<file path="config.mk">
export PLATFORM = sky130hd
export DESIGN_NAME = sfdp_table_parser
export DESIGN_NICKNAME = d
export VERILOG_FILES = /design/src/rtl/sfdp_parse_pkg.sv /design/src/rtl/sfdp_erase_time.sv /design/src/rtl/sfdp_hdr_seq.sv /design/src/rtl/sfdp_table_dec.sv /design/src/rtl/sfdp_table_parser.sv
export SDC_FILE = /design/constraint.sdc
export NUM_CORES = 2
export LEC_CHECK = 0
export ABC_AREA = 0
export BUFFER_PORTS_ARGS = -buffer_cell sky130_fd_sc_hd__buf_2
export CORE_ASPECT_RATIO = 1.4
export CORE_MARGIN = 5
export CORE_UTILIZATION = 60
export CTS_BUF_LIST = sky130_fd_sc_hd__clkbuf_4
export DETAILED_ROUTE_END_ITERATION = 10
export MAX_ROUTING_LAYER = met4
export PLACE_DENSITY = 0.83
export SLEW_MARGIN = 20
export SYNTH_ARGS = -nofsm -noshare
export SYNTH_HDL_FRONTEND = slang
export SYNTH_SLANG_ARGS = --single-unit
</file>
<file path="constraint.sdc">
create_clock -name clk -period 11 [get_ports clk]
set_input_delay 1.1 -clock clk [delete_from_list [all_inputs] [get_ports clk]]
set_output_delay 1.1 -clock clk [all_outputs]
set_load 0.01 [all_outputs]
</file>
<file path="src/rtl/sfdp_parse_pkg.sv">
package sfdp_parse_pkg;

    localparam logic [31:0] SIG_WORD = 32'h5044_4653;

    typedef enum logic [3:0] {
        ERR_NONE    = 4'd0,
        ERR_SIG     = 4'd1,
        ERR_REV     = 4'd2,
        ERR_PID     = 4'd3,
        ERR_DENSITY = 4'd4,
        ERR_PAGE    = 4'd5,
        ERR_FASTRD  = 4'd6,
        ERR_QUAD    = 4'd7,
        ERR_WREN    = 4'd8
    } err_e;

    typedef enum logic [2:0] {
        PH_IDLE, PH_HDR0, PH_HDR1, PH_PAR0, PH_PAR1, PH_TABLE
    } phase_e;

    function automatic logic [31:0] erase_unit_ms(input logic [1:0] sel);
        case (sel)
            2'd0:    return 32'd1;
            2'd1:    return 32'd16;
            2'd2:    return 32'd128;
            default: return 32'd1000;
        endcase
    endfunction

    function automatic logic [31:0] mass_unit_ms(input logic [1:0] sel);
        case (sel)
            2'd0:    return 32'd16;
            2'd1:    return 32'd256;
            2'd2:    return 32'd4000;
            default: return 32'd64000;
        endcase
    endfunction

    function automatic logic [5:0] timeout_mult(input logic [3:0] nib);
        return {1'b0, nib, 1'b0} + 6'd2;
    endfunction

endpackage

</file>
<file path="src/rtl/sfdp_erase_time.sv">
module sfdp_erase_time
    import sfdp_parse_pkg::*;
(
    input  logic [6:0]  code,
    input  logic [3:0]  mult_nib,
    output logic [31:0] delay_ms,
    output logic [31:0] timeout_ms
);
    always_comb begin
        delay_ms   = (32'(code[4:0]) + 32'd1) * erase_unit_ms(code[6:5]);
        timeout_ms = delay_ms * 32'(timeout_mult(mult_nib));
    end
endmodule

</file>
<file path="src/rtl/sfdp_hdr_seq.sv">
module sfdp_hdr_seq
    import sfdp_parse_pkg::*;
#(
    parameter int MAX_WORDS = 20,
    localparam int LW = $clog2(MAX_WORDS + 1)
) (
    input  logic          clk,
    input  logic          rst,
    input  logic          start,
    input  logic          word_valid,
    input  logic [31:0]   word_data,
    input  err_e          tbl_err,
    output logic          tbl_we,
    output logic [LW-1:0] tbl_idx,
    output logic          done,
    output err_e          err_code,
    output logic [4:0]    hdr_count,
    output logic [15:0]   param_rev,
    output logic [23:0]   tbl_ptr,
    output logic [LW-1:0] tbl_len
);
    phase_e     phase;
    logic [3:0] id_lo;
    logic       acc;
    logic [LW-1:0] len_in;

    assign acc    = word_valid && !start && (phase != PH_IDLE);
    assign tbl_we = acc && (phase == PH_TABLE);
    assign len_in = (32'(word_data[31:24]) > 32'(MAX_WORDS)) ? LW'(MAX_WORDS)
                                                             : LW'(word_data[31:24]);

    always_ff @(posedge clk) begin
        if (rst) begin
            phase <= PH_IDLE; done <= 1'b0; err_code <= ERR_NONE;
            tbl_idx <= '0; tbl_len <= '0; tbl_ptr <= '0;
            hdr_count <= '0; param_rev <= '0; id_lo <= '0;
        end else begin
            done <= 1'b0;
            if (start) begin
                phase <= PH_HDR0; err_code <= ERR_NONE;
                tbl_idx <= '0; tbl_len <= '0; tbl_ptr <= '0;
                hdr_count <= '0; param_rev <= '0; id_lo <= '0;
            end else if (acc) begin
                case (phase)
                    PH_HDR0: begin
                        if (word_data != SIG_WORD) begin
                            phase <= PH_IDLE; done <= 1'b1; err_code <= ERR_SIG;
                        end else phase <= PH_HDR1;
                    end
                    PH_HDR1: begin
                        hdr_count <= {1'b0, word_data[19:16]} + 5'd1;
                        param_rev <= word_data[15:0];
                        if (word_data[15:0] != 16'h0105 && word_data[15:0] != 16'h0106) begin
                            phase <= PH_IDLE; done <= 1'b1; err_code <= ERR_REV;
                        end else phase <= PH_PAR0;
                    end
                    PH_PAR0: begin
                        id_lo   <= word_data[3:0];
                        tbl_len <= len_in;
                        phase   <= PH_PAR1;
                    end
                    PH_PAR1: begin
                        tbl_ptr <= word_data[23:0];
                        if ({id_lo, word_data[31:24]} != 12'h0FF) begin
                            phase <= PH_IDLE; done <= 1'b1; err_code <= ERR_PID;
                        end else if (tbl_len == '0) begin
                            phase <= PH_IDLE; done <= 1'b1;
                        end else phase <= PH_TABLE;
                    end
                    PH_TABLE: begin
                        if (tbl_err != ERR_NONE) begin
                            phase <= PH_IDLE; done <= 1'b1; err_code <= tbl_err;
                        end else if (tbl_idx == tbl_len - LW'(1)) begin
                            phase <= PH_IDLE; done <= 1'b1;
                        end else tbl_idx <= tbl_idx + LW'(1);
                    end
                    default: phase <= PH_IDLE;
                endcase
            end
        end
    end

    assert_done_pulse_R13: assert property (@(posedge clk) disable iff (rst)
        done |=> !done);
    assert_err_hold_R13: assert property (@(posedge clk) disable iff (rst)
        (!done && !$past(start)) |-> $stable(err_code));
    assert_idx_in_len_R3: assert property (@(posedge clk) disable iff (rst)
        tbl_we |-> (tbl_idx < tbl_len));
endmodule

</file>
<file path="src/rtl/sfdp_table_dec.sv">
module sfdp_table_dec
    import sfdp_parse_pkg::*;
#(
    parameter logic [31:0] CAP_LIMIT = 32'h01FF_FFFF,
    parameter int LW = 5
) (
    input  logic            clk,
    input  logic            rst,
    input  logic            clr,
    input  logic            we,
    input  logic [LW-1:0]   idx,
    input  logic [31:0]     word,
    output err_e            err,
    output logic [31:0]     capacity,
    output logic [3:0]      page_log2,
    output logic [3:0][7:0] erase_log2,
    output logic [3:0][7:0] erase_op,
    output logic [7:0]      sector_log2,
    output logic [3:0][31:0] erase_ms,
    output logic [3:0][31:0] erase_to_ms,
    output logic [31:0]     mass_ms,
    output logic [31:0]     mass_to_ms,
    output logic [31:0]     prog_us,
    output logic [31:0]     prog_to_us,
    output logic [7:0]      wren_op,
    output logic [7:0]      fr_op,
    output logic [2:0]      fr_mode,
    output logic [4:0]      fr_dummy,
    output logic [2:0]      qe_code,
    output logic            xip_ok,
    output logic [1:0]      xip_method,
    output logic [7:0]      stat_op,
    output logic            stat_legacy
);
    localparam int N_ERASE = 4;

    logic [N_ERASE-1:0][31:0] calc_d, calc_t;
    logic [5:0]  erase_mult;
    logic [4:0]  wi;
    logic [31:0] dens, mass_d, prog_d;

    assign wi = 5'(idx);

    for (genvar g = 0; g < N_ERASE; g++) begin : g_erase
        sfdp_erase_time u_time (
            .code       (word[10+7*g -: 7]),
            .mult_nib   (word[3:0]),
            .delay_ms   (calc_d[g]),
            .timeout_ms (calc_t[g])
        );
        assert_unused_erase_R7: assert property (@(posedge clk) disable iff (rst)
            (erase_log2[g] == 8'd0) |-> (erase_ms[g] == 32'd0 && erase_to_ms[g] == 32'd0));
    end

    always_comb begin
        sector_log2 = 8'd0;
        for (int k = 0; k < N_ERASE; k++)
            if (erase_log2[k] > sector_log2) sector_log2 = erase_log2[k];
    end

    always_comb begin
        dens   = 32'(word[30:0]) >> 3;
        mass_d = (32'(word[28:24]) + 32'd1) * mass_unit_ms(word[30:29]);
        prog_d = (32'(word[12:8]) + 32'd1) * (word[13] ? 32'd64 : 32'd8);
    end

    always_comb begin
        err = ERR_NONE;
        if (we) begin
            case (wi)
                5'd0:  if (!word[21]) err = ERR_FASTRD;
                5'd1:  if (word[31]) err = ERR_DENSITY;
                5'd10: if ((capacity >> word[7:4]) == 32'd0) err = ERR_PAGE;
                5'd14: if (word[22:20] != 3'd0 && word[22:20] != 3'd4) err = ERR_QUAD;
                5'd15: if (word[2:0] == 3'd0 && word[6:3] != 4'd0) err = ERR_WREN;
                default: err = ERR_NONE;
            endcase
        end
    end

    always_ff @(posedge clk) begin
        if (rst || clr) begin
            capacity <= '0; page_log2 <= '0; erase_log2 <= '0; erase_op <= '0;
            erase_ms <= '0; erase_to_ms <= '0; erase_mult <= '0;
            mass_ms <= '0; mass_to_ms <= '0; prog_us <= '0; prog_to_us <= '0;
            wren_op <= '0; fr_op <= '0; fr_mode <= '0; fr_dummy <= '0;
            qe_code <= '0; xip_ok <= 1'b0; xip_method <= '0;
            stat_op <= '0; stat_legacy <= 1'b0;
        end else if (we) begin
            case (wi)
                5'd1: if (!word[31]) capacity <= (dens >= CAP_LIMIT) ? CAP_LIMIT : dens;
                5'd2: begin
                    fr_op <= word[15:8]; fr_mode <= word[7:5]; fr_dummy <= word[4:0];
                end
                5'd7: begin
                    erase_log2[0] <= word[7:0];   erase_op[0] <= word[15:8];
                    erase_log2[1] <= word[23:16]; erase_op[1] <= word[31:24];
                end
                5'd8: begin
                    erase_log2[2] <= word[7:0];   erase_op[2] <= word[15:8];
                    erase_log2[3] <= word[23:16]; erase_op[3] <= word[31:24];
                end
                5'd9: begin
                    erase_mult <= timeout_mult(word[3:0]);
                    for (int k = 0; k < N_ERASE; k++) begin
                        erase_ms[k]    <= (erase_log2[k] != 8'd0) ? calc_d[k] : 32'd0;
                        erase_to_ms[k] <= (erase_log2[k] != 8'd0) ? calc_t[k] : 32'd0;
                    end
                end
                5'd10: begin
                    page_log2  <= word[7:4];
                    mass_ms    <= mass_d;
                    mass_to_ms <= mass_d * 32'(erase_mult);
                    prog_us    <= prog_d;
                    prog_to_us <= prog_d * 32'(timeout_mult(word[3:0]));
                end
                5'd13: begin
                    if (word[3]) begin
                        stat_op <= 8'h70; stat_legacy <= 1'b0;
                    end else if (word[2]) begin
                        stat_op <= 8'h05; stat_legacy <= 1'b1;
                    end
                end
                5'd14: begin
                    qe_code    <= word[22:20];
                    xip_ok     <= word[9];
                    xip_method <= word[16] ? 2'd1 : (word[17] ? 2'd2 : 2'd0);
                end
                5'd15: begin
                    if (word[0] || word[1])  wren_op <= 8'h06;
                    else if (word[2])        wren_op <= 8'h50;
                end
                default: ;
            endcase
        end
    end

    assert_cap_limit_R4: assert property (@(posedge clk) disable iff (rst)
        capacity <= CAP_LIMIT);
    assert_wren_code_R9: assert property (@(posedge clk) disable iff (rst)
        (wren_op == 8'h00 || wren_op == 8'h06 || wren_op == 8'h50));
    assert_status_pair_R12: assert property (@(posedge clk) disable iff (rst)
        stat_legacy |-> (stat_op == 8'h05));
endmodule

</file>
<file path="src/rtl/sfdp_table_parser.sv">
module sfdp_table_parser
    import sfdp_parse_pkg::*;
#(
    parameter int MAX_WORDS = 20,
    parameter logic [31:0] CAP_LIMIT = 32'h01FF_FFFF,
    localparam int LW = $clog2(MAX_WORDS + 1)
) (
    input  logic             clk,
    input  logic             rst,
    input  logic             start,
    input  logic             word_valid,
    input  logic [31:0]      word_data,
    output logic             done,
    output logic [3:0]       err_code,
    output logic [4:0]       hdr_count,
    output logic [15:0]      param_rev,
    output logic [23:0]      tbl_ptr,
    output logic [LW-1:0]    tbl_len,
    output logic [31:0]      capacity,
    output logic [3:0]       page_log2,
    output logic [3:0][7:0]  erase_log2,
    output logic [3:0][7:0]  erase_op,
    output logic [7:0]       sector_log2,
    output logic [3:0][31:0] erase_ms,
    output logic [3:0][31:0] erase_to_ms,
    output logic [31:0]      mass_ms,
    output logic [31:0]      mass_to_ms,
    output logic [31:0]      prog_us,
    output logic [31:0]      prog_to_us,
    output logic [7:0]       wren_op,
    output logic [7:0]       fr_op,
    output logic [2:0]       fr_mode,
    output logic [4:0]       fr_dummy,
    output logic [2:0]       qe_code,
    output logic             xip_ok,
    output logic [1:0]       xip_method,
    output logic [7:0]       stat_op,
    output logic             stat_legacy
);
    err_e          tbl_err, err_q;
    logic          tbl_we;
    logic [LW-1:0] tbl_idx;

    sfdp_hdr_seq #(.MAX_WORDS(MAX_WORDS)) u_seq (
        .clk(clk), .rst(rst), .start(start),
        .word_valid(word_valid), .word_data(word_data),
        .tbl_err(tbl_err), .tbl_we(tbl_we), .tbl_idx(tbl_idx),
        .done(done), .err_code(err_q),
        .hdr_count(hdr_count), .param_rev(param_rev),
        .tbl_ptr(tbl_ptr), .tbl_len(tbl_len)
    );

    sfdp_table_dec #(.CAP_LIMIT(CAP_LIMIT), .LW(LW)) u_dec (
        .clk(clk), .rst(rst), .clr(start), .we(tbl_we), .idx(tbl_idx),
        .word(word_data), .err(tbl_err),
        .capacity(capacity), .page_log2(page_log2),
        .erase_log2(erase_log2), .erase_op(erase_op), .sector_log2(sector_log2),
        .erase_ms(erase_ms), .erase_to_ms(erase_to_ms),
        .mass_ms(mass_ms), .mass_to_ms(mass_to_ms),
        .prog_us(prog_us), .prog_to_us(prog_to_us),
        .wren_op(wren_op), .fr_op(fr_op), .fr_mode(fr_mode), .fr_dummy(fr_dummy),
        .qe_code(qe_code), .xip_ok(xip_ok), .xip_method(xip_method),
        .stat_op(stat_op), .stat_legacy(stat_legacy)
    );

    assign err_code = err_q;
endmodule

</file>
==> key figures <==
Placement
  • PortBufs: between 400 and 500
  • Gpl congestion: just under 1
  • DP HPWL: 99.9 mm
  • Placed instance area: roughly 44000 um^2

Critical path
  • CP Data Required Time: between 10 and 15 ns
  • Crit end category: flop
  • CP top delay family: adder cells
  • Cell repeated most along the worst path: fa_1
  • Crit Path Max Fanout: 17
  • CP Data Arrival Time: roughly 9.9 ns
  • Buffers & Inverters on Critical Path: 6
  • WS Path Type: primary input to flop
  • Startpoint Class: primary input
  • Critical path's largest stage delay: 0.55 ns
  • Slowest cell on the critical path: fa_1

Routing
  • Post-route ant nets: 0
  • Vias/cell: between 5 and 6
  • WL/cell: 19.8 um
  • Drc violations: 0
  • Vias after detailed routing: between 30000 and 40000
  • 1st-iter DRT viols: ~2800
  • WL final: around 130 mm
  • DRT Pass-1 Iters: 6

STA
  • Final Skew: between 0.1 and 0.15 ns
  • Max Freq: roughly 110 MHz
  • Final setup viols: 0
  • RSZ-0062 raised after global routing: no
  • Actual transition at the worst max-transition pin: 1.05 ns
  • Setup_tns: 0 ns
  • Max Slew Vio Count: 0
  • Fin crit share: between 80% and 90%
  • Relative max-transition margin: a little under a third
  • Post-layout min period: around 9.1 ns
  • Final Hold Viols: 0

Synthesis
  • Sequential fraction of the synthesis area: 20.6%
  • Synth Flop Type: dfxtp_1
  • YS warnings: 0
  • Flops & latches, synth: 424
  • Mean Syn Cell Area: 8.09 um^2
  • Ys async rst share: 0%
  • Synth unique cells: between 80 and 90
  • Post-synth EDFFs: 0
  • Mapped Cells: 5103
  • Mapped Area: approximately 41000 um^2

Power and ir drop
  • Sequential cell fraction of total power: between 20% and 30%
  • Pwr Density: 127 nW/um^2
  • Sw Pwr: 2.46 mW
  • Comb pwr share: a little under 50%
  • Leakage: ~23 nW
  • Clock Power Share: approximately a quarter
  • Internal: 3.28 mW
  • Max VDD drop: about 0.13 mV
  • Switching share of power: approximately 43%

Outcome
  • Status: finished, final reports clean

Global routing
  • GRT Util Overall: approximately a third
  • Initial antenna violation count: 7
  • Vias in the first global route: approximately 37000
  • Pin count of the biggest net entering global routing: a little under 90
  • Overflow after GRT: 0
  • Global-route wire length before repair: 199 mm

Die
  • Initial Util: around 61%
  • Die Span Y: between 300 and 400 um
  • Die width: 232 um
  • Core area: about 68000 um^2
  • Ports: between 600 and 700
  • Num rows: roughly 110
  • Die ar.: about 74000 um^2

Cells and area
  • Fillers: ~5800
  • Register area: 8490 um^2
  • Syn-to-layout area delta: 9.17%
  • Post-route cell area: between 40000 and 50000 um^2
  • Most common cell after layout, fill and taps aside: nand2_1
  • NumNets Final: ~6400
  • Area of the multi-input gates: a little under 30000 um^2
  • Layout cells sized above 1: around 14%
  • Most frequent cells in the layout: nand2_1, inv_1, ha_1

Clocking
  • Maximum clock path buffer count: 3
  • Clk pin slew, worst setup/hold paths: 0.09 ns
  • Setup bufs post-CTS: 0
  • Hold_buf cts: 0
  • PostCTS Resize Cnt: 0
  • CTS tree: done
  • H-Tree Level Count: 3
  • CTS root buffer: clkbuf_4
  • TritonCTS Sinks: ~420
  • CTS buffer count: approximately 100
  • Worst-skew pair later-pin latency: approximately 0.99 ns

Run
  • Max Cap Viol: 0

Min path
  • Hold Crit Class: primary input to flop
[cells in the mapped netlist (all sizes together) (27+ instances only)]
cell / instances / area share [%]
nor2: 406 / 3.7
and2: 131 / 2.0
xor2: 68 / 1.5
inv: 699 / 6.4
nand3: 150 / 1.8
nor2b: 51 / 0.77
or2: 29 / 0.44
a21oi: 405 / 5.0
a21o: 53 / 0.96
a211oi: 37 / 0.67
fa: 381 / 18
o21ai: 116 / 1.4
xnor2: 92 / 2.0
ha: 469 / 14
a22oi: 27 / 0.49
clkbuf: 201 / 1.8
nand2: 728 / 6.6
and3: 27 / 0.41
nor3: 78 / 0.95
nand2b: 44 / 0.67
buf: 195 / 3.4
dfxtp: 424 / 21
[layout make-up]
| cell class | count | area share, % |
|---|---|---|
| antenna | 8 | 0.0444 |
| clock inverter | 42 | 0.666 |
| timing repair buffer | 497 | 5.75 |
| sequential | 424 | 18.8 |
| clock buffer | 142 | 2.37 |
| tap | 920 | 2.55 |
| inverter | 699 | 5.82 |
| multi-input combinational | 3751 | 64.0 |
[routing by layer]
layer	part of all wire, %	vias to the layer above	global-route usage (%)
met5	0	-	-
met4	6.5	0	18.8
met3	8.6	507	6.76
met2	49	1777	57.8
met1	36	17600	38.9
li1	-	17000	-
[final timing paths]
kind / startpoint / end / slack (ns) / cells past startpoint
worst max register to register: u_dec.erase_mult[5] / u_dec.mass_to_ms[27] / 5.99 / 15
worst min register to register: u_dec.erase_to_ms[115] / u_dec.erase_to_ms[115] / 0.45 / 2
worst max-delay path: word_data[18] / u_dec.erase_to_ms[86] / 1.94 / 34
worst min-delay path: rst / u_seq.phase[0] / 0.36 / 2
[registers in the layout, summed over array words and instances, names as in the netlist, 8 cells and up]
signal,flops
u_dec.erase_to_ms,92
u_dec.erase_ms,68
u_dec.erase_log2,32
u_dec.erase_op,32
u_dec.capacity,28
u_dec.mass_to_ms,25
u_seq.tbl_ptr,24
u_dec.mass_ms,19
u_dec.prog_to_us,16
u_seq.param_rev,16
u_dec.prog_us,10
u_dec.fr_op,8
[kinds of logic (layout without fill, tap and decap cells)]
| kind of cell | Yosys count | count (layout) | synth area share, % |
|---|---|---|---|
| mux | 30 | 30 | 0.758 |
| simple gates | 1712 | 1712 | 18.5 |
| xor+xnor | 160 | 160 | 3.41 |
| compound gates | 831 | 831 | 12.5 |
| other cells | 1 | 176 | 0.00908 |
| buf+inv | 1095 | 1380 | 11.5 |
| flops | 424 | 424 | 20.6 |
| fa+ha+maj | 850 | 850 | 32.7 |
[power by group through the flow]
stage | clock (mW) | sequential (mW) | combinational (mW)
floorplan | 0 | 1.57 | 2.12
global placement | 0 | 1.57 | 2.66
detailed placement | 0 | 1.57 | 2.74
CTS | 1.43 | 1.54 | 2.77
global route | 1.51 | 1.53 | 3.13
finish | 1.40 | 1.54 | 2.80
[through the flow]
| step | hold WS (ns) | util, % | power [mW] | setup WS (ns) | instances |
|---|---|---|---|---|---|
| after global routing | 0.331 | 66.3 | 6.17 | 1.40 | 6482 |
| after global placement | 0.434 | 64.2 | 4.23 | 1.27 | 6291 |
| after floorplan | 0.432 | - | 3.69 | 1.97 | 5270 |
| after CTS | 0.294 | 66.2 | 5.74 | 2.02 | 6475 |
| after detailed placement | 0.439 | 64.2 | 4.31 | 1.03 | 6291 |
| final | 0.360 | 66.3 | 5.74 | 1.94 | 6483 |
(Power assumes the default switching activity.)
